==> config.mk <==
export PLATFORM = sky130hd
export DESIGN_NAME = dref_refresh
export DESIGN_NICKNAME = d
export VERILOG_FILES = /design/src/rtl/dref_pkg.sv /design/src/rtl/dref_scan_timer.sv /design/src/rtl/dref_flash_phase.sv /design/src/rtl/dref_slot_fsm.sv /design/src/rtl/dref_refresh.sv
export SDC_FILE = /design/constraint.sdc
export NUM_CORES = 1
export LEC_CHECK = 0
export BUFFER_PORTS_ARGS = -buffer_cell sky130_fd_sc_hd__buf_2
export CAP_MARGIN = 30
export CORE_ASPECT_RATIO = 0.9
export CORE_UTILIZATION = 50
export DETAILED_ROUTE_END_ITERATION = 8
export PLACE_DENSITY_LB_ADDON = 0.12
export SLEW_MARGIN = 40
export SYNTH_ARGS = -nofsm -noshare
export SYNTH_HDL_FRONTEND = slang
export SYNTH_SLANG_ARGS = --single-unit
==> constraint.sdc <==
create_clock -name clk -period 1.9 [get_ports clk]
set_input_delay 0.38 -clock clk [delete_from_list [all_inputs] [get_ports clk]]
set_output_delay 0.38 -clock clk [all_outputs]
set_load 0.005 [all_outputs]
==> src/rtl/dref_pkg.sv <==
package dref_pkg;

    localparam int LIT_TICKS = 15;
    localparam int SUB_W     = 4;

    typedef enum logic [1:0] {
        SLOT_LIT   = 2'd0,
        SLOT_DARK  = 2'd1,
        SLOT_GUARD = 2'd2
    } slot_state_e;

    function automatic logic [SUB_W-1:0] duty_of(input logic [2:0] code);
        logic [SUB_W-1:0] d;
        unique case (code)
            3'd0:    d = 4'd15;
            3'd1:    d = 4'd12;
            3'd2:    d = 4'd8;
            3'd3:    d = 4'd6;
            3'd4:    d = 4'd4;
            3'd5:    d = 4'd3;
            3'd6:    d = 4'd2;
            default: d = 4'd0;
        endcase
        return d;
    endfunction

endpackage

==> src/rtl/dref_scan_timer.sv <==
module dref_scan_timer
    import dref_pkg::*;
#(
    parameter int TICK_CLKS = 14,
    parameter int DIGITS    = 8,
    parameter int ROWS      = 7,
    localparam int CNT_W    = $clog2(TICK_CLKS),
    localparam int DIG_W    = $clog2(DIGITS),
    localparam int ROW_W    = $clog2(ROWS)
) (
    input  logic             clk,
    input  logic             rst_n,
    output logic [SUB_W-1:0] sub_idx,
    output logic             tick_last,
    output logic [DIG_W-1:0] digit_idx,
    output logic [ROW_W-1:0] row_idx
);

    localparam logic [CNT_W-1:0] CNT_LAST = CNT_W'(TICK_CLKS - 1);
    localparam logic [SUB_W-1:0] SUB_LAST = SUB_W'(LIT_TICKS);
    localparam logic [DIG_W-1:0] DIG_LAST = DIG_W'(DIGITS - 1);
    localparam logic [ROW_W-1:0] ROW_LAST = ROW_W'(ROWS - 1);

    logic [CNT_W-1:0] cnt_q;
    logic [SUB_W-1:0] sub_q;
    logic [DIG_W-1:0] dig_q;
    logic [ROW_W-1:0] row_q;
    logic             slot_last;

    assign tick_last = (cnt_q == CNT_LAST);
    assign slot_last = tick_last && (sub_q == SUB_LAST);

    always_ff @(posedge clk) begin
        if (!rst_n) begin
            cnt_q <= '0;
            sub_q <= '0;
            dig_q <= '0;
            row_q <= '0;
        end else begin
            if (tick_last) begin
                cnt_q <= '0;
                sub_q <= sub_q + 1'b1;
            end else begin
                cnt_q <= cnt_q + 1'b1;
            end
            if (slot_last) begin
                if (dig_q == DIG_LAST) begin
                    dig_q <= '0;
                    row_q <= (row_q == ROW_LAST) ? '0 : row_q + 1'b1;
                end else begin
                    dig_q <= dig_q + 1'b1;
                end
            end
        end
    end

    assign sub_idx   = sub_q;
    assign digit_idx = dig_q;
    assign row_idx   = row_q;

endmodule

==> src/rtl/dref_flash_phase.sv <==
module dref_flash_phase #(
    parameter int FLASH_DIV = 28672,
    localparam int PH_W     = $clog2(FLASH_DIV)
) (
    input  logic clk,
    input  logic rst_n,
    output logic phase_off
);

    localparam logic [PH_W-1:0] PH_LAST = PH_W'(FLASH_DIV - 1);
    localparam logic [PH_W-1:0] PH_HALF = PH_W'(FLASH_DIV / 2);

    logic [PH_W-1:0] ph_q;

    always_ff @(posedge clk) begin
        if (!rst_n) begin
            ph_q <= '0;
        end else if (ph_q == PH_LAST) begin
            ph_q <= '0;
        end else begin
            ph_q <= ph_q + 1'b1;
        end
    end

    assign phase_off = (ph_q >= PH_HALF);

endmodule

==> src/rtl/dref_slot_fsm.sv <==
module dref_slot_fsm
    import dref_pkg::*;
(
    input  logic             clk,
    input  logic             rst_n,
    input  logic             tick_last,
    input  logic [SUB_W-1:0] sub_idx,
    input  logic [2:0]       bright_code,
    output logic             window_on
);

    localparam logic [SUB_W-1:0] ACT_LAST = SUB_W'(LIT_TICKS - 1);

    slot_state_e      state_q, state_d;
    logic [SUB_W-1:0] duty_q, duty_d, duty_new;
    logic [SUB_W:0]   lit_done;

    assign duty_new = duty_of(bright_code);
    assign lit_done = {1'b0, sub_idx} + 1'b1;

    always_ff @(posedge clk) begin
        if (!rst_n) begin
            state_q <= SLOT_LIT;
            duty_q  <= SUB_W'(LIT_TICKS);
        end else begin
            state_q <= state_d;
            duty_q  <= duty_d;
        end
    end

    always_comb begin
        state_d = state_q;
        duty_d  = duty_q;
        unique case (state_q)
            SLOT_LIT: begin
                if (tick_last) begin
                    if (sub_idx == ACT_LAST) begin
                        state_d = SLOT_GUARD;
                    end else if (lit_done == {1'b0, duty_q}) begin
                        state_d = SLOT_DARK;
                    end
                end
            end
            SLOT_DARK: begin
                if (tick_last && sub_idx == ACT_LAST) begin
                    state_d = SLOT_GUARD;
                end
            end
            SLOT_GUARD: begin
                if (tick_last) begin
                    duty_d  = duty_new;
                    state_d = (duty_new != '0) ? SLOT_LIT : SLOT_DARK;
                end
            end
            default: state_d = SLOT_DARK;
        endcase
    end

    always_comb begin
        window_on = (state_q == SLOT_LIT);
    end

endmodule

==> src/rtl/dref_refresh.sv <==
module dref_refresh
    import dref_pkg::*;
#(
    parameter int TICK_CLKS = 14,
    parameter int DIGITS    = 8,
    parameter int ROWS      = 7,
    parameter int COLS      = 5,
    parameter int FLASH_DIV = 28672,
    localparam int DIG_W    = $clog2(DIGITS),
    localparam int ROW_W    = $clog2(ROWS)
) (
    input  logic              clk,
    input  logic              rst_n,
    input  logic [2:0]        bright_code,
    input  logic              flash_enable,
    input  logic              blink_enable,
    input  logic [DIGITS-1:0] flash_mask,
    input  logic [COLS-1:0]   font_cols,
    output logic [DIG_W-1:0]  digit_sel,
    output logic [ROW_W-1:0]  row_sel,
    output logic              col_gate,
    output logic [COLS-1:0]   col_drive
);

    logic [SUB_W-1:0] sub_idx;
    logic             tick_last;
    logic             phase_off;
    logic             window_on;
    logic             suppress;

    dref_scan_timer #(
        .TICK_CLKS(TICK_CLKS),
        .DIGITS   (DIGITS),
        .ROWS     (ROWS)
    ) u_timer (
        .clk      (clk),
        .rst_n    (rst_n),
        .sub_idx  (sub_idx),
        .tick_last(tick_last),
        .digit_idx(digit_sel),
        .row_idx  (row_sel)
    );

    dref_flash_phase #(
        .FLASH_DIV(FLASH_DIV)
    ) u_phase (
        .clk      (clk),
        .rst_n    (rst_n),
        .phase_off(phase_off)
    );

    dref_slot_fsm u_fsm (
        .clk        (clk),
        .rst_n      (rst_n),
        .tick_last  (tick_last),
        .sub_idx    (sub_idx),
        .bright_code(bright_code),
        .window_on  (window_on)
    );

    always_comb begin
        if (blink_enable) begin
            suppress = phase_off;
        end else begin
            suppress = flash_enable && flash_mask[digit_sel] && phase_off;
        end
        col_gate  = window_on && !suppress;
        col_drive = font_cols & {COLS{col_gate}};
    end

endmodule

== Word-level counts from Yosys, hierarchy flattened ==
Index checks and enable logic that the tools add are counted.

* Memory bits (read-only): 0
* Output and inout port bits: 12
* Bits in writable memories: 0
* Latch bits: 0
* Bits in registers: 35
* Memories kept: 0

* Shift operators: 0
* $mul: 0
* Mux-type cells: 13
* Reductions and logical operators: 14
* Bitwise gates (word level): 2
* Div/mod/pow operators: 0
* Add/sub/neg operators: 6
* Equal/unequal tests: 19
* Magnitude comparators: 2

{| class="wikitable"
|+ Operator list
! kind !! number
|-
| 4-bit one-hot mux with 7 select lines || 1
|-
| 15-bit by 1-bit adder with 15-bit output, second input constant || 1
|-
| 15-bit equality test, second input constant || 1
|-
| 3-bit equality test, second input constant || 5
|-
| 15-bit by 14-bit >= comparator with 1-bit output, second input constant || 1
|-
| 4-bit equality test, second input constant || 3
|-
| 2-bit 2-to-1 mux || 5
|-
| 4-bit by 1-bit adder with 4-bit output, second input constant || 2
|-
| 3-bit by 1-bit adder with 3-bit output, second input constant || 2
|-
| 3-bit by 2-bit equality test with 1-bit output, second input constant || 2
|-
| 3-bit 2-to-1 mux || 2
|-
| 2-bit by 1-bit != test with 1-bit output, second input constant || 3
|-
| 2-bit one-hot mux with 3 select lines || 1
|-
| 4-bit by 1-bit adder with 5-bit output, second input constant || 1
|-
| 5-bit AND || 1
|-
| 5-bit by 4-bit equality test with 1-bit output || 1
|-
| 1-bit logical AND || 5
|-
| 3-bit by 4-bit less-than comparator with 1-bit output, second input constant || 1
|-
| 2-bit AND reduction || 2
|-
| 4-bit AND reduction || 1
|-
| 4-bit nonzero test || 1
|-
| 2-bit OR reduction || 2
|-
| 1-bit binary-select mux with 3-bit select || 1
|-
| 3-bit by 1-bit equality test with 1-bit output, second input constant || 1
|-
| 8 further kinds || 10
|}

== Depth between registers and ports, before layout ==
Gate-level depths: netlist of run 1.

* Word-level depth: 8
* Depth in mapped cells: 7
* Mapped depth without buffers: 6

== Cells and area by module ==
From an unflattened synthesis of run 1, not the netlist that was laid out.

* Cell total of the unflattened synthesis: 218
* Area total of the unflattened synthesis: 1951.9 sq um

{| class="wikitable"
|+ Modules (own cells, without submodules)
! module !! times used !! sequential area each (sq um) !! cells an instance !! area an instance (sq um)
|-
| dref_flash_phase || 1 || 300.3 || 72 || 673.1
|-
| dref_scan_timer || 1 || 280.3 || 71 || 655.6
|-
| dref_slot_fsm || 1 || 120.1 || 44 || 392.9
|-
| dref_refresh || 1 || 0.0 || 31 || 230.2
|}

== Worst setup path after synthesis of run 1 ==
OpenSTA, ideal clock, no wires.

* Path type: register -> output
* Start: register u_timer.dig_q[0], in the netlist u_timer.digit_idx[0]
* End: output col_drive[0]
* Path buffers: 0
* Slack: 0.070 ns
* Stages on the path, launching flop included: 5
* Arrival time: 1.450 ns
* Path through: dfxtp_1 > mux4_2 > mux2i_1 > o311a_1 > and2_1

* Word-level cells in the longest chain between the ends: 8

{| class="wikitable"
|+ RTL lines
! item !! line !! text
|-
| start: declaration || dref_scan_timer.sv:26 || <nowiki>logic [DIG_W-1:0] dig_q;</nowiki>
|-
| start signal: assignment || dref_scan_timer.sv:51 || <nowiki>dig_q <= dig_q + 1'b1;</nowiki>
|-
| 1-bit binary-select mux with 3-bit select || dref_refresh.sv:65 || <nowiki>suppress = flash_enable && flash_mask[digit_sel] && phase_off;</nowiki>
|-
| 1-bit 2-to-1 mux (implied by the code) || dref_refresh.sv:65 ||
|-
| 1-bit logical AND (2 in a row) || dref_refresh.sv:65 ||
|-
| 1-bit 2-to-1 mux || dref_refresh.sv:62 || <nowiki>if (blink_enable) begin</nowiki>
|-
| 1-bit logical NOT || dref_refresh.sv:67 || <nowiki>col_gate = window_on && !suppress;</nowiki>
|-
| 1-bit logical AND || dref_refresh.sv:67 ||
|-
| named net col_gate || dref_refresh.sv:21 || <nowiki>output logic col_gate,</nowiki>
|-
| 5-bit AND || dref_refresh.sv:68 || <nowiki>col_drive = font_cols & {COLS{col_gate}};</nowiki>
|-
| end: declaration || dref_refresh.sv:22 || <nowiki>output logic [COLS-1:0] col_drive</nowiki>
|}

The timed path passes the listed nets, and every way through them passes these cells. The select of a mux whose other input is x is not followed.

== Final worst setup path of run 1 ==
* Start: register u_timer.dig_q[0], in the netlist u_timer.digit_idx[0]
* End: output col_drive[4]

* Word-level cells in the longest chain between the ends: 8

{| class="wikitable"
|+ RTL lines
! item !! line
|-
| 1-bit binary-select mux with 3-bit select || dref_refresh.sv:65
|-
| 1-bit 2-to-1 mux (implied by the code) || dref_refresh.sv:65
|-
| 1-bit logical AND (2 in a row) || dref_refresh.sv:65
|-
| 1-bit 2-to-1 mux || dref_refresh.sv:62
|-
| 1-bit logical NOT || dref_refresh.sv:67
|-
| 1-bit logical AND || dref_refresh.sv:67
|-
| 5-bit AND || dref_refresh.sv:68
|}

Every way passes these cells. The select of a mux whose other input is x is not followed.

==> out/summary.json, run 1 <==
{
  "power.sequential.fraction_pct": 52.5,
  "max_clock_freq_mhz": 469.5,
  "unrepaired_setup_endpoints_after_global_routing": "yes",
  "detail_route.vias_per_cell": 5.159,
  "finalWeightedCongestion": 0.7912,
  "worstSkewPairLatency_ps": 290,
  "initial_utilization_pct": 53.77,
  "most-common-layout-cells": "sky130_fd_sc_hd__dfxtp_1, sky130_fd_sc_hd__buf_2, sky130_fd_sc_hd__nor2_1",
  "ff_latch_area_um2": 704.4,
  "crit_path_end_kind": "primary output",
  "core_region_area_um2": 3453,
  "asyncSetResetFlopFracSynth_pct": 0,
  "peak_supply_drop_v": 0.0005159,
  "total_leakage_power_nw": 0.8877,
  "drive_gt1_share_pct": 25.50,
  "floorplan.rows": 20,
  "uppermost_routed_layer": "met4",
  "synth_seq_cells": 35,
  "io_buffers": 31,
  "critical_path_required_ps": 1520,
  "layout_commonest_cell": "sky130_fd_sc_hd__dfxtp_1",
  "worst-path-max-fanout": 6,
  "timing.reg2reg.worst_path_depth": 7,
  "grt_pass1_vias": 1353,
  "diodes_inserted": 0,
  "cts_made_buffers": 5,
  "dr_wl_met2_mm": 1.437,
  "ys_dominant_reg_cell": "sky130_fd_sc_hd__dfxtp_1",
  "power.total_mw": 1.437,
  "grtUsageTotal_pct": 19.31,
  "power_switching_mw": 0.3114,
  "grt_overflow_total": 0,
  "pin_count": 32,
  "crit_start": "u_timer.digit_idx[0]",
  "drv.max_cap_violation_count": 0,
  "nNetsFinal": 278,
  "cts_root_buf": "sky130_fd_sc_hd__clkbuf_8",
  "multiInputGateArea_um2": 1080,
  "timing_max_transition_violations_final": 0,
  "met1_length_mm": 1.773,
  "post_cts_hold_buffer_count": 0,
  "antenna_found_initial": 0,
  "number_of_enable_type_register_cells_in_the_synthesized_netlist": 0,
  "via_count": 1522,
  "grt_first_pass_wirelength_mm": 5.789,
  "min_period_ps": 2130,
  "syn2layout_area_growth_pct": 20.28,
  "timing.hold.ws_ps": 445.2,
  "setup_viol": 6,
  "failed_checks": "setup timing",
  "final_critical_path_setup_slack_ps": -230.0,
  "floorplan.die.width_um": 66.24,
  "criticalPathCategory": "flip-flop to primary output",
  "startpoint_type": "flip-flop",
  "routed_wire_length_per_instance_um": 11.54,
  "detail_route.drc_violations": 0,
  "finalClockSkew_ps": 3.835,
  "cts_tree": "yes",
  "post_cts.repair.setup_buffers": 0,
  "finalSetupTns_ps": -1260,
  "ant_nets": 0,
  "dpl-instance-area_um2": 2130,
  "dpl.hpwl_mm": 2.556,
  "cts_max_path_buffers": 2,
  "h-tree-depth": 2,
  "routed-wl-met3_um": 157,
  "holdCritPathClass": "input pin to flip-flop",
  "synth.net_count": 233,
  "detail_route.iter0.violations": 81,
  "cts.sinks": 35,
  "postSynthAreaPerCell_um2": 9.057,
  "power.share.combinational_pct": 6.7,
  "synth.distinct_cells": 45,
  "hold_path.startpoint": "rst_n",
  "drt_pass1_iterations": 4,
  "holdPathStages": 2,
  "status": "complete, but fails checks",
  "pwr_per_cell_area_nw_per_um2": 643.2,
  "slew_headroom_pct": 75.69,
  "timing.critical_path.arrival_ps": 1750,
  "stdcell_count": 295,
  "worst-slew-pin-transition_ps": 361.3,
  "wirelength_mm": 3.403,
  "r2r_setup_slack_ps": 150,
  "finalCritPeriodShare_pct": 112.1,
  "synthesis.area_um2": 1857,
  "internal_power_mw": 1.125,
  "number_of_cells_after_detailed_placement": 287,
  "power.switching_fraction_pct": 21.67,
  "netlist_instances": 205,
  "layout.cell_area.non_filler_um2": 2233,
  "fillers": 301,
  "yosysWarningCount": 0,
  "final-hold-violation-count": 0,
  "clkSlewWorstSetupHoldPaths_ps": 70,
  "ys_seq_area_share_pct": 37.74,
  "grt_max_degree": 21,
  "power.clock.fraction_pct": 40.7,
  "floorplan.die_area_um2": 3962,
  "die_height_um": 59.81,
  "worst_r2r_startpoint": "u_timer.digit_idx[0]"
}
==> critical path, stage by stage (launching register included) <==
cell and delay [ps]:
sky130_fd_sc_hd__dfxtp_4 370, sky130_fd_sc_hd__mux4_2 480, sky130_fd_sc_hd__mux2i_1 140, sky130_fd_sc_hd__o311a_1 230
sky130_fd_sc_hd__and2_1 140, sky130_fd_sc_hd__buf_2 100
==> Yosys cell counts (2+ instances only) <==
| library cell | instances | area, um2 |
|---|---|---|
| sky130_fd_sc_hd__nor3_1 | 3 | 15.01 |
| sky130_fd_sc_hd__nand3_1 | 6 | 30.03 |
| sky130_fd_sc_hd__a21boi_0 | 5 | 37.54 |
| sky130_fd_sc_hd__or3_4 | 2 | 22.52 |
| sky130_fd_sc_hd__dfxtp_1 | 35 | 700.7 |
| sky130_fd_sc_hd__nand3b_1 | 2 | 15.01 |
| sky130_fd_sc_hd__o21ai_0 | 10 | 50.05 |
| sky130_fd_sc_hd__clkbuf_1 | 3 | 11.26 |
| sky130_fd_sc_hd__ha_1 | 8 | 100.1 |
| sky130_fd_sc_hd__inv_1 | 13 | 48.80 |
| sky130_fd_sc_hd__nor2_1 | 25 | 93.84 |
| sky130_fd_sc_hd__and2_1 | 9 | 56.30 |
| sky130_fd_sc_hd__and3_1 | 2 | 12.51 |
| sky130_fd_sc_hd__xor2_1 | 4 | 35.03 |
| sky130_fd_sc_hd__xnor2_1 | 17 | 148.9 |
| sky130_fd_sc_hd__mux2i_1 | 6 | 60.06 |
| sky130_fd_sc_hd__nand4_1 | 4 | 25.02 |
| sky130_fd_sc_hd__o221a_2 | 2 | 22.52 |
| sky130_fd_sc_hd__mux4_2 | 2 | 45.04 |
| sky130_fd_sc_hd__nand2_1 | 17 | 63.81 |
| sky130_fd_sc_hd__nor4_1 | 3 | 18.77 |
| sky130_fd_sc_hd__or2_2 | 2 | 12.51 |
| sky130_fd_sc_hd__a21oi_1 | 3 | 15.01 |
==> final timing paths <==
check / endpoint
min reg2reg: u_timer.cnt_q[0]
max reg2reg: u_timer.row_idx[0]
max: col_drive[4]
min: u_fsm.duty_q[1]
==> power by group through the flow <==
stage | logic (mW) | registers (mW) | clock network (mW)
global route | 0.110 | 0.756 | 0.631
detailed placement | 0.0981 | 0.773 | 0
floorplan | 0.0531 | 0.773 | 0
CTS | 0.0984 | 0.754 | 0.604
finish | 0.0967 | 0.755 | 0.585
global placement | 0.0953 | 0.772 | 0
==> metal layers <==
| metal | vias to the layer above | track usage [%] |
|---|---|---|
| met2 | 32 | 31.49 |
| met5 | - | 0 |
| li1 | 804 | - |
| met4 | 0 | 5.471 |
| met3 | 4 | 5.153 |
| met1 | 682 | 25.18 |
==> what timing repair did <==
action                     in CTS  in global routing
cloned                          0                  0
resized for setup               2                  1
pin swaps                       1                  2
setup endpoints to repair       6                  7
==> logic make-up after synthesis <==
group / count (synthesis) / share of synthesized area, %
buffers and inverters: 18 / 4.110
AOI/OAI and AO/OA: 32 / 13.21
DFF: 35 / 37.74
muxes: 8 / 5.660
and+or+nand+nor: 83 / 23.99
xor gates and xnor gates: 21 / 9.905
adders and majority gates: 8 / 5.391
==> final cells by class <==
class	instances	area share, %
Tap cell	44	2.465
Clock buffer	8	4.482
Multi-Input combinational cell	152	48.35
Sequential cell	35	31.54
Timing Repair Buffer	43	10.98
Inverter	13	2.185
==> metrics by stage <==
stage / util, % / setup slack [ps]
finish: 64.67 / -230.0
global route: 64.67 / -329.8
CTS: 64.67 / -260.3
detailed placement: 61.67 / -35.34
global placement: 61.67 / -11.05
floorplan: - / 70.35
==> flip-flops by register name, summed over array words and instances, names as in the netlist <==
register / flops
u_timer.digit_idx: 3
u_fsm.duty_q: 4
u_fsm.state_q: 2
u_timer.row_idx: 3
u_timer.cnt_q: 4
u_timer.sub_idx: 4
u_phase.ph_q: 15
Power figures use the tool's default switching activity.
==> run 2, diff against run 1 <==
--- a/config.mk
+++ b/config.mk
@@ -7,8 +7,10 @@
 export LEC_CHECK = 0
 export BUFFER_PORTS_ARGS = -buffer_cell sky130_fd_sc_hd__buf_2
 export CAP_MARGIN = 30
+export CELL_PAD_IN_SITES_DETAIL_PLACEMENT = 0
+export CELL_PAD_IN_SITES_GLOBAL_PLACEMENT = 1
 export CORE_ASPECT_RATIO = 0.9
-export CORE_UTILIZATION = 50
+export CORE_UTILIZATION = 42
 export DETAILED_ROUTE_END_ITERATION = 8
 export PLACE_DENSITY_LB_ADDON = 0.12
 export SLEW_MARGIN = 40
==> run 2 against run 1 <==
Net effect: the flow still finishes with violations (setup timing); clock skew is 1.7 ps lower; fmax hardly changed; final cell count grew 4.4%; routed wire length up 9.7%; critical endpoint is now col_drive[3]; largest power group unchanged; highest routed layer unchanged.
==> out/summary.json, run 2 (synthesis results as in run 1) <==
{
  "startpoint_type": "flip-flop",
  "grtUsageTotal": {"value": 18.40, "unit": "%", "change": "-0.91 points"},
  "rr_endpoint": "u_timer.row_idx[0]",
  "floorplan.die_area": {"value": 4691, "unit": "um2", "change": "+18%"},
  "h-tree-depth": {"value": 2, "change": "unchanged"},
  "holdPathStages": {"value": 2, "change": "unchanged"},
  "top_register": "u_phase.ph_q",
  "holdCritPathClass": "input pin to flip-flop",
  "drt_pass1_iterations": {"value": 4, "change": "unchanged"},
  "finalClockSkew": {"value": 2.161, "unit": "ps", "change": "-1.674 ps"},
  "pwr_per_cell_area": {"value": 604.0, "unit": "nW/um2", "change": "-6.1%"},
  "global_route.peak_usage_layer": "met2",
  "multiInputGateArea": {"value": 1082, "unit": "um2", "change": "+0.23%"},
  "floorplan.rows": {"value": 22, "change": "+10%"},
  "preCtsSetupSlack": {"value": -41.07, "unit": "ps", "change": "-5.730 ps"},
  "clkSlewWorstSetupHoldPaths": {"value": 70, "unit": "ps", "change": "about the same"},
  "layout_commonest_cell": "sky130_fd_sc_hd__dfxtp_1",
  "grt_max_degree": {"value": 21, "change": "unchanged"},
  "drive_gt1_share": {"value": 25.00, "unit": "%", "change": "-0.50 points"},
  "timing_max_transition_violations_final": {"value": 0, "change": "unchanged"},
  "cts_root_buf": "sky130_fd_sc_hd__clkbuf_8",
  "routed_wire_length_per_instance": {"value": 12.12, "unit": "um", "change": "+5.1%"},
  "timing.reg2reg.worst_path_depth": {"value": 7, "change": "unchanged"},
  "final-hold-violation-count": {"value": 0, "change": "unchanged"},
  "io_buffers": {"value": 31, "change": "unchanged"},
  "grt_pass1_vias": {"value": 1544, "change": "+14%"},
  "peak_supply_drop": {"value": 0.0003471, "unit": "V", "change": "-33%"},
  "critical_path_required": {"value": 1520, "unit": "ps", "change": "about the same"},
  "worst-slew-pin-transition": {"value": 411.7, "unit": "ps", "change": "+50.42 ps"},
  "min_delay_worst_endpoint": "u_fsm.duty_q[3]",
  "grt_overflow_total": {"value": 0, "change": "unchanged"},
  "grt_first_pass_wirelength": {"value": 6.658, "unit": "mm", "change": "+15%"},
  "detail_route.drc_violations": {"value": 0, "change": "unchanged"},
  "grt_util_met1": {"value": 23.28, "unit": "%", "change": "-1.9 points"},
  "cts.sinks": {"value": 35, "change": "unchanged"},
  "grt_use_met3": {"value": 4.355, "unit": "%", "change": "-0.80 points"},
  "max_clock_freq": {"value": 469.4, "unit": "MHz", "change": "about the same"},
  "total_leakage_power": {"value": 0.8666, "unit": "nW", "change": "-2.4%"},
  "failed_checks": "setup timing",
  "crit_path_end_kind": "primary output",
  "slew_headroom": {"value": 72.43, "unit": "%", "change": "-3.3 points"},
  "diodes_inserted": {"value": 0, "change": "unchanged"},
  "min_period": {"value": 2131, "unit": "ps", "change": "+0.6290 ps"},
  "antenna_found_initial": {"value": 0, "change": "unchanged"},
  "unrepaired_setup_endpoints_after_global_routing": "yes",
  "timing.critical_path.arrival": {"value": 1750, "unit": "ps", "change": "about the same"},
  "finalCritPeriodShare": {"value": 112.1, "unit": "%", "change": "about the same"},
  "core_region_area": {"value": 4156, "unit": "um2", "change": "+20%"},
  "nNetsFinal": {"value": 277, "change": "-0.36%"},
  "finalWeightedCongestion": {"value": 0.8665, "change": "+9.5%"},
  "pin_count": {"value": 32, "change": "unchanged"},
  "status": "complete, but fails checks",
  "dpl.hpwl": {"value": 2.858, "unit": "mm", "change": "+12%"},
  "syn2layout_area_growth_pct": 19.61,
  "cts_max_path_buffers": {"value": 2, "change": "unchanged"},
  "post_cts_hold_buffer_count": {"value": 0, "change": "unchanged"},
  "die_height": {"value": 65.08, "unit": "um", "change": "+8.8%"},
  "postLayoutCoreUtil": {"value": 53.43, "unit": "%", "change": "-11 points"},
  "detail_route.iter0.violations": {"value": 67, "change": "-17%"},
  "ant_nets": {"value": 0, "change": "unchanged"},
  "drv.max_cap_violation_count": {"value": 0, "change": "unchanged"},
  "fillers": {"value": 411, "change": "+37%"},
  "floorplan.die.width": {"value": 72.09, "unit": "um", "change": "+8.8%"},
  "criticalPathCategory": "flip-flop to primary output",
  "cts_made_buffers": {"value": 5, "change": "unchanged"},
  "ff_latch_area": {"value": 704.4, "unit": "um2", "change": "unchanged"},
  "initial_utilization": {"value": 44.67, "unit": "%", "change": "-9.1 points"},
  "r2r_setup_slack": {"value": 80, "unit": "ps", "change": "-70 ps"},
  "setup_viol": {"value": 6, "change": "unchanged"},
  "via_count": {"value": 1555, "change": "+2.2%"},
  "final_critical_path_setup_slack": {"value": -230.6, "unit": "ps", "change": "-0.6290 ps"},
  "worst_r2r_startpoint": "u_timer.digit_idx[0]",
  "largest_register_ffs": {"value": 15, "change": "unchanged"},
  "detail_route.vias_per_cell": {"value": 5.049, "change": "-2.1%"},
  "grt_use_met2": {"value": 30.02, "unit": "%", "change": "-1.5 points"},
  "most-common-layout-cells": "sky130_fd_sc_hd__dfxtp_1, sky130_fd_sc_hd__buf_2, sky130_fd_sc_hd__nor2_1",
  "worst-path-max-fanout": {"value": 6, "change": "unchanged"},
  "hold_path.startpoint": "rst_n",
  "wirelength": {"value": 3.734, "unit": "mm", "change": "+9.7%"},
  "cts_tree": "yes",
  "worstSkewPairLatency": {"value": 280, "unit": "ps", "change": "about the same"}
}
==> run 2: changes by cell type in the layout (fill, tap and decap cells not counted), sizes merged <==
cell | previous run | this run
buf | 43 | 42
clkbuf | 8 | 6
==> run 2: through the flow <==
stage	instance area, um2	total power [mW]	hold WS, ps	std cells	setup TNS (ps)
finish	2221	1.342	459.4	308	-1252
global route	2221	1.409	477.5	308	-2054
CTS	2216	1.361	456.8	308	-1437
detailed placement	2142	0.8712	494.8	302	-168.6
global placement	2142	0.8648	453.7	302	-13.56
floorplan	1857	0.8258	444.9	205	0
==> run 2: how the worst max path moves through the flow <==
stage	start	end	slack [ps]	depth (start not counted)
2_1_floorplan	u_timer.digit_idx[0]	col_drive[0]	70	4
3_3_place_gp	flash_mask[7]	col_drive[2]	-5	6
3_5_place_dp	flash_mask[7]	col_drive[3]	-40	6
4_1_cts	u_timer.digit_idx[0]	col_drive[3]	-270	5
5_1_grt	u_timer.digit_idx[0]	col_drive[0]	-370	5
6_report	u_timer.digit_idx[0]	col_drive[3]	-230	5
==> run 2: layer usage <==
layer	share of wire [%]	wire length (um)	vias up
met1	49	1829	721
met2	46	1703	35
met4	1.4	51	0
li1	-	-	793
met5	0	0	-
met3	4.0	150	6
==> run 2: power breakdown <==
| group | total (mW) | internal (mW) | switching, mW |
|---|---|---|---|
| clock network | 0.488 | 0.244 | 0.244 |
| logic | 0.0977 | 0.0513 | 0.0464 |
| registers | 0.755 | 0.743 | 0.0123 |
==> run 2: repair_timing <==
action / 4_1_cts / 5_1_grt
setup endpoints to repair: 7 / 8
pin swaps: 1 / 2
buffers inserted: 0 / 0
gates resized for setup: 1 / 2
==> run 2: area by class of cell <==
class,instances,share of cell area (%)
sequential,35,31.72
timing repair buffer,42,10.70
clock buffer,6,3.268
inverter,13,2.197
tap,60,3.380
multi-input combinational,152,48.73
==> run 2: critical path: stages, from the launching register on <==
cell	delay (ps)
sky130_fd_sc_hd__dfxtp_4	360
sky130_fd_sc_hd__mux4_2	480
sky130_fd_sc_hd__mux2i_1	150
sky130_fd_sc_hd__o311a_1	230
sky130_fd_sc_hd__and2_1	140
sky130_fd_sc_hd__buf_2	100
==> run 3, diff against run 2 <==
--- a/config.mk
+++ b/config.mk
@@ -8,9 +8,9 @@
 export BUFFER_PORTS_ARGS = -buffer_cell sky130_fd_sc_hd__buf_2
 export CAP_MARGIN = 30
 export CELL_PAD_IN_SITES_DETAIL_PLACEMENT = 0
-export CELL_PAD_IN_SITES_GLOBAL_PLACEMENT = 1
+export CELL_PAD_IN_SITES_GLOBAL_PLACEMENT = 2
 export CORE_ASPECT_RATIO = 0.9
-export CORE_UTILIZATION = 42
+export CORE_UTILIZATION = 33
 export DETAILED_ROUTE_END_ITERATION = 8
 export PLACE_DENSITY_LB_ADDON = 0.12
 export SLEW_MARGIN = 40
==> constraint.sdc (replaced) <==
create_clock -name clk -period 1.9 [get_ports clk]
set_input_delay 0.38 -clock clk [delete_from_list [all_inputs] [get_ports clk]]
set_output_delay 0.38 -clock clk [all_outputs]
set_load 0.05 [all_outputs]
==> run 3 against run 2 <==
Net effect: the flow still finishes with violations (setup timing); combinational power grew 39%; setup slack lost 110 ps; fmax shrank 4.7%; register-to-register slack is essentially flat.
==> out/summary.json, run 3 (synthesis results as in run 1) <==
{
  "syn2layout_area_growth_pct": 25.34,
  "startpoint_type": "flip-flop",
  "drv.max_cap_violation_count": {"value": 0, "change": "unchanged"},
  "detail_route.vias_per_cell": {"value": 4.899, "change": "-3.0%"},
  "wirelength": {"value": 3.862, "unit": "mm", "change": "+3.4%"},
  "total_leakage_power": {"value": 0.9105, "unit": "nW", "change": "+5.1%"},
  "grt_first_pass_wirelength": {"value": 6.555, "unit": "mm", "change": "-1.5%"},
  "criticalPathCategory": "flip-flop to primary output",
  "timing.critical_path.arrival": {"value": 1860, "unit": "ps", "change": "+110 ps"},
  "finalClockSkew": {"value": 8.648, "unit": "ps", "change": "+6.487 ps"},
  "timing.critical_path.slowest_stage_cell": "sky130_fd_sc_hd__mux4_2",
  "h-tree-depth": {"value": 2, "change": "unchanged"},
  "largest_register_ffs": {"value": 15, "change": "unchanged"},
  "post_cts_hold_buffer_count": {"value": 0, "change": "unchanged"},
  "timing_max_transition_violations_final": {"value": 0, "change": "unchanged"},
  "floorplan.die_area": {"value": 5931, "unit": "um2", "change": "+26%"},
  "diodes_inserted": {"value": 0, "change": "unchanged"},
  "failed_checks": "setup timing",
  "io_buffers": {"value": 31, "change": "unchanged"},
  "worstSkewPairLatency": {"value": 280, "unit": "ps", "change": "about the same"},
  "antenna_found_initial": {"value": 0, "change": "unchanged"},
  "floorplan.die.width": {"value": 81.07, "unit": "um", "change": "+12%"},
  "routed_wire_length_per_instance": {"value": 12.18, "unit": "um", "change": "+0.49%"},
  "slew_headroom": {"value": 70.75, "unit": "%", "change": "-1.7 points"},
  "power_switching": {"value": 0.3456, "unit": "mW", "change": "+14%"},
  "drt_pass1_iterations": {"value": 6, "change": "+2"},
  "timing.critical_path.cells": "mux4_2 > mux2i_2 > o311a_4 > and2_4 > buf_8",
  "power.clock.fraction": {"value": 37.0, "unit": "%", "change": "+0.6 points"},
  "timing.hold.ws": {"value": 460.6, "unit": "ps", "change": "+1.232 ps"},
  "worst-path-max-fanout": {"value": 6, "change": "unchanged"},
  "detail_route.drc_violations": {"value": 0, "change": "unchanged"},
  "cts.sinks": {"value": 35, "change": "unchanged"},
  "min_period": {"value": 2237, "unit": "ps", "change": "+105.9 ps"},
  "power.sequential.fraction": {"value": 53.4, "unit": "%", "change": "-2.9 points"},
  "worst-slew-pin-transition": {"value": 436.9, "unit": "ps", "change": "+25.14 ps"},
  "floorplan.rows": {"value": 25, "change": "+14%"},
  "final-hold-violation-count": {"value": 0, "change": "unchanged"},
  "drive_gt1_share": {"value": 28.40, "unit": "%", "change": "+3.4 points"},
  "cts_max_path_buffers": {"value": 2, "change": "unchanged"},
  "critical_path_required": {"value": 1520, "unit": "ps", "change": "about the same"},
  "most-common-layout-cells": "sky130_fd_sc_hd__dfxtp_1, sky130_fd_sc_hd__nor2_1, sky130_fd_sc_hd__buf_2",
  "dpl.hpwl": {"value": 2.871, "unit": "mm", "change": "+0.46%"},
  "critical-path-max-stage-delay": {"value": 500, "unit": "ps", "change": "+20 ps"},
  "grt_pass1_vias": {"value": 1464, "change": "-5.2%"},
  "top_register": "u_phase.ph_q",
  "grtUsageTotal": {"value": 14.77, "unit": "%", "change": "-3.6 points"},
  "core_region_area": {"value": 5349, "unit": "um2", "change": "+29%"},
  "cts_root_buf": "sky130_fd_sc_hd__clkbuf_8",
  "holdCritPathClass": "input pin to flip-flop",
  "detail_route.iter0.violations": {"value": 33, "change": "-51%"},
  "preCtsSetupSlack": {"value": -249.1, "unit": "ps", "change": "-208.1 ps"},
  "final_critical_path_setup_slack": {"value": -336.5, "unit": "ps", "change": "-105.9 ps"},
  "nNetsFinal": {"value": 277, "change": "unchanged"},
  "setup_viol": {"value": 6, "change": "unchanged"},
  "pwr_per_cell_area": {"value": 606.9, "unit": "nW/um2", "change": "+0.47%"},
  "grt_max_degree": {"value": 21, "change": "unchanged"},
  "pin_count": {"value": 32, "change": "unchanged"},
  "unrepaired_setup_endpoints_after_global_routing": "yes",
  "die_height": {"value": 73.16, "unit": "um", "change": "+12%"},
  "initial_utilization": {"value": 34.71, "unit": "%", "change": "-10 points"},
  "max_clock_freq": {"value": 447.1, "unit": "MHz", "change": "-4.7%"},
  "clkSlewWorstSetupHoldPaths": {"value": 70, "unit": "ps", "change": "about the same"},
  "layout_commonest_cell": "sky130_fd_sc_hd__dfxtp_1",
  "ant_nets": {"value": 0, "change": "unchanged"},
  "power.share.combinational": {"value": 9.6, "unit": "%", "change": "+2.3 points"},
  "crit_path_end_kind": "primary output",
  "internal_power": {"value": 1.067, "unit": "mW", "change": "+2.7%"},
  "power.switching_fraction": {"value": 24.47, "unit": "%", "change": "+1.9 points"},
  "status": "complete, but fails checks",
  "via_count": {"value": 1553, "change": "-0.13%"},
  "finalWeightedCongestion": {"value": 0.8001, "change": "-7.7%"},
  "grt_overflow_total": {"value": 0, "change": "unchanged"},
  "peak_supply_drop": {"value": 0.0003852, "unit": "V", "change": "+11%"},
  "postLayoutCoreUtil": {"value": 43.51, "unit": "%", "change": "-9.9 points"},
  "finalCritPeriodShare": {"value": 117.7, "unit": "%", "change": "+5.6 points"},
  "cts_made_buffers": {"value": 5, "change": "unchanged"},
  "cts_tree": "yes"
}
==> run 3: per-layer routing <==
metal | part of all wire, % | global-route usage, %
met5 | 0 | 0
met4 | 0.39 | 4.762
met1 | 50 | 18.14
met2 | 45 | 24.46
met3 | 4.4 | 4.625
==> run 3: final timing paths <==
| kind | startpoint | end | slack [ps] | cells after the start |
|---|---|---|---|---|
| min | rst_n | u_fsm.duty_q[2] | 460 | 2 |
| max reg2reg | u_timer.digit_idx[0] | u_timer.row_idx[0] | 80 | 7 |
| max | u_timer.digit_idx[0] | col_drive[2] | -340 | 5 |
| min reg2reg | u_fsm.duty_q[1] | u_fsm.duty_q[1] | 500 | 2 |
==> run 3: final cells by class <==
type | instances | area, um2
clock buffers | 7 | 76.32
clock inverters | 1 | 5.005
fillers | 529 | 3022
inverters | 13 | 48.80
multi-input cells | 152 | 1110
flip-flops and latches | 35 | 705.7
well taps | 67 | 83.83
repair buffers | 42 | 297.8
==> run 3: power by group through the flow <==
stage               registers, mW  clock network (mW)  logic [mW]
floorplan                   0.771                   0      0.0775
global placement            0.770                   0       0.119
detailed placement          0.771                   0       0.122
CTS                         0.754               0.552       0.136
global route                0.756               0.595       0.151
finish                      0.754               0.522       0.136
==> run 3: repair_timing <==
item	in CTS	in global routing
pin swaps	3	1
resized for setup	18	2
endpoints found under the setup margin	6	7
buffers inserted	1	0
==> run 3: worst max-delay path, delay by kind of cell (launching register included) <==
kind | cells | cell delay (ps)
DFF | 1 | 370
AOI/OAI and AO/OA | 1 | 220
and+or+nand+nor | 1 | 160
muxes | 2 | 690
buffers and inverters | 1 | 140
==> run 3: per-stage QoR <==
step | total power, mW | instance area, um2 | setup TNS, ps | cells
after floorplan | 0.8487 | 1886 | -892.6 | 205
after global placement | 0.8890 | 2172 | -972.5 | 308
after detailed placement | 0.8932 | 2172 | -1343 | 308
after CTS | 1.442 | 2321 | -2105 | 317
after global routing | 1.503 | 2327 | -2467 | 317
final | 1.412 | 2327 | -1926 | 317
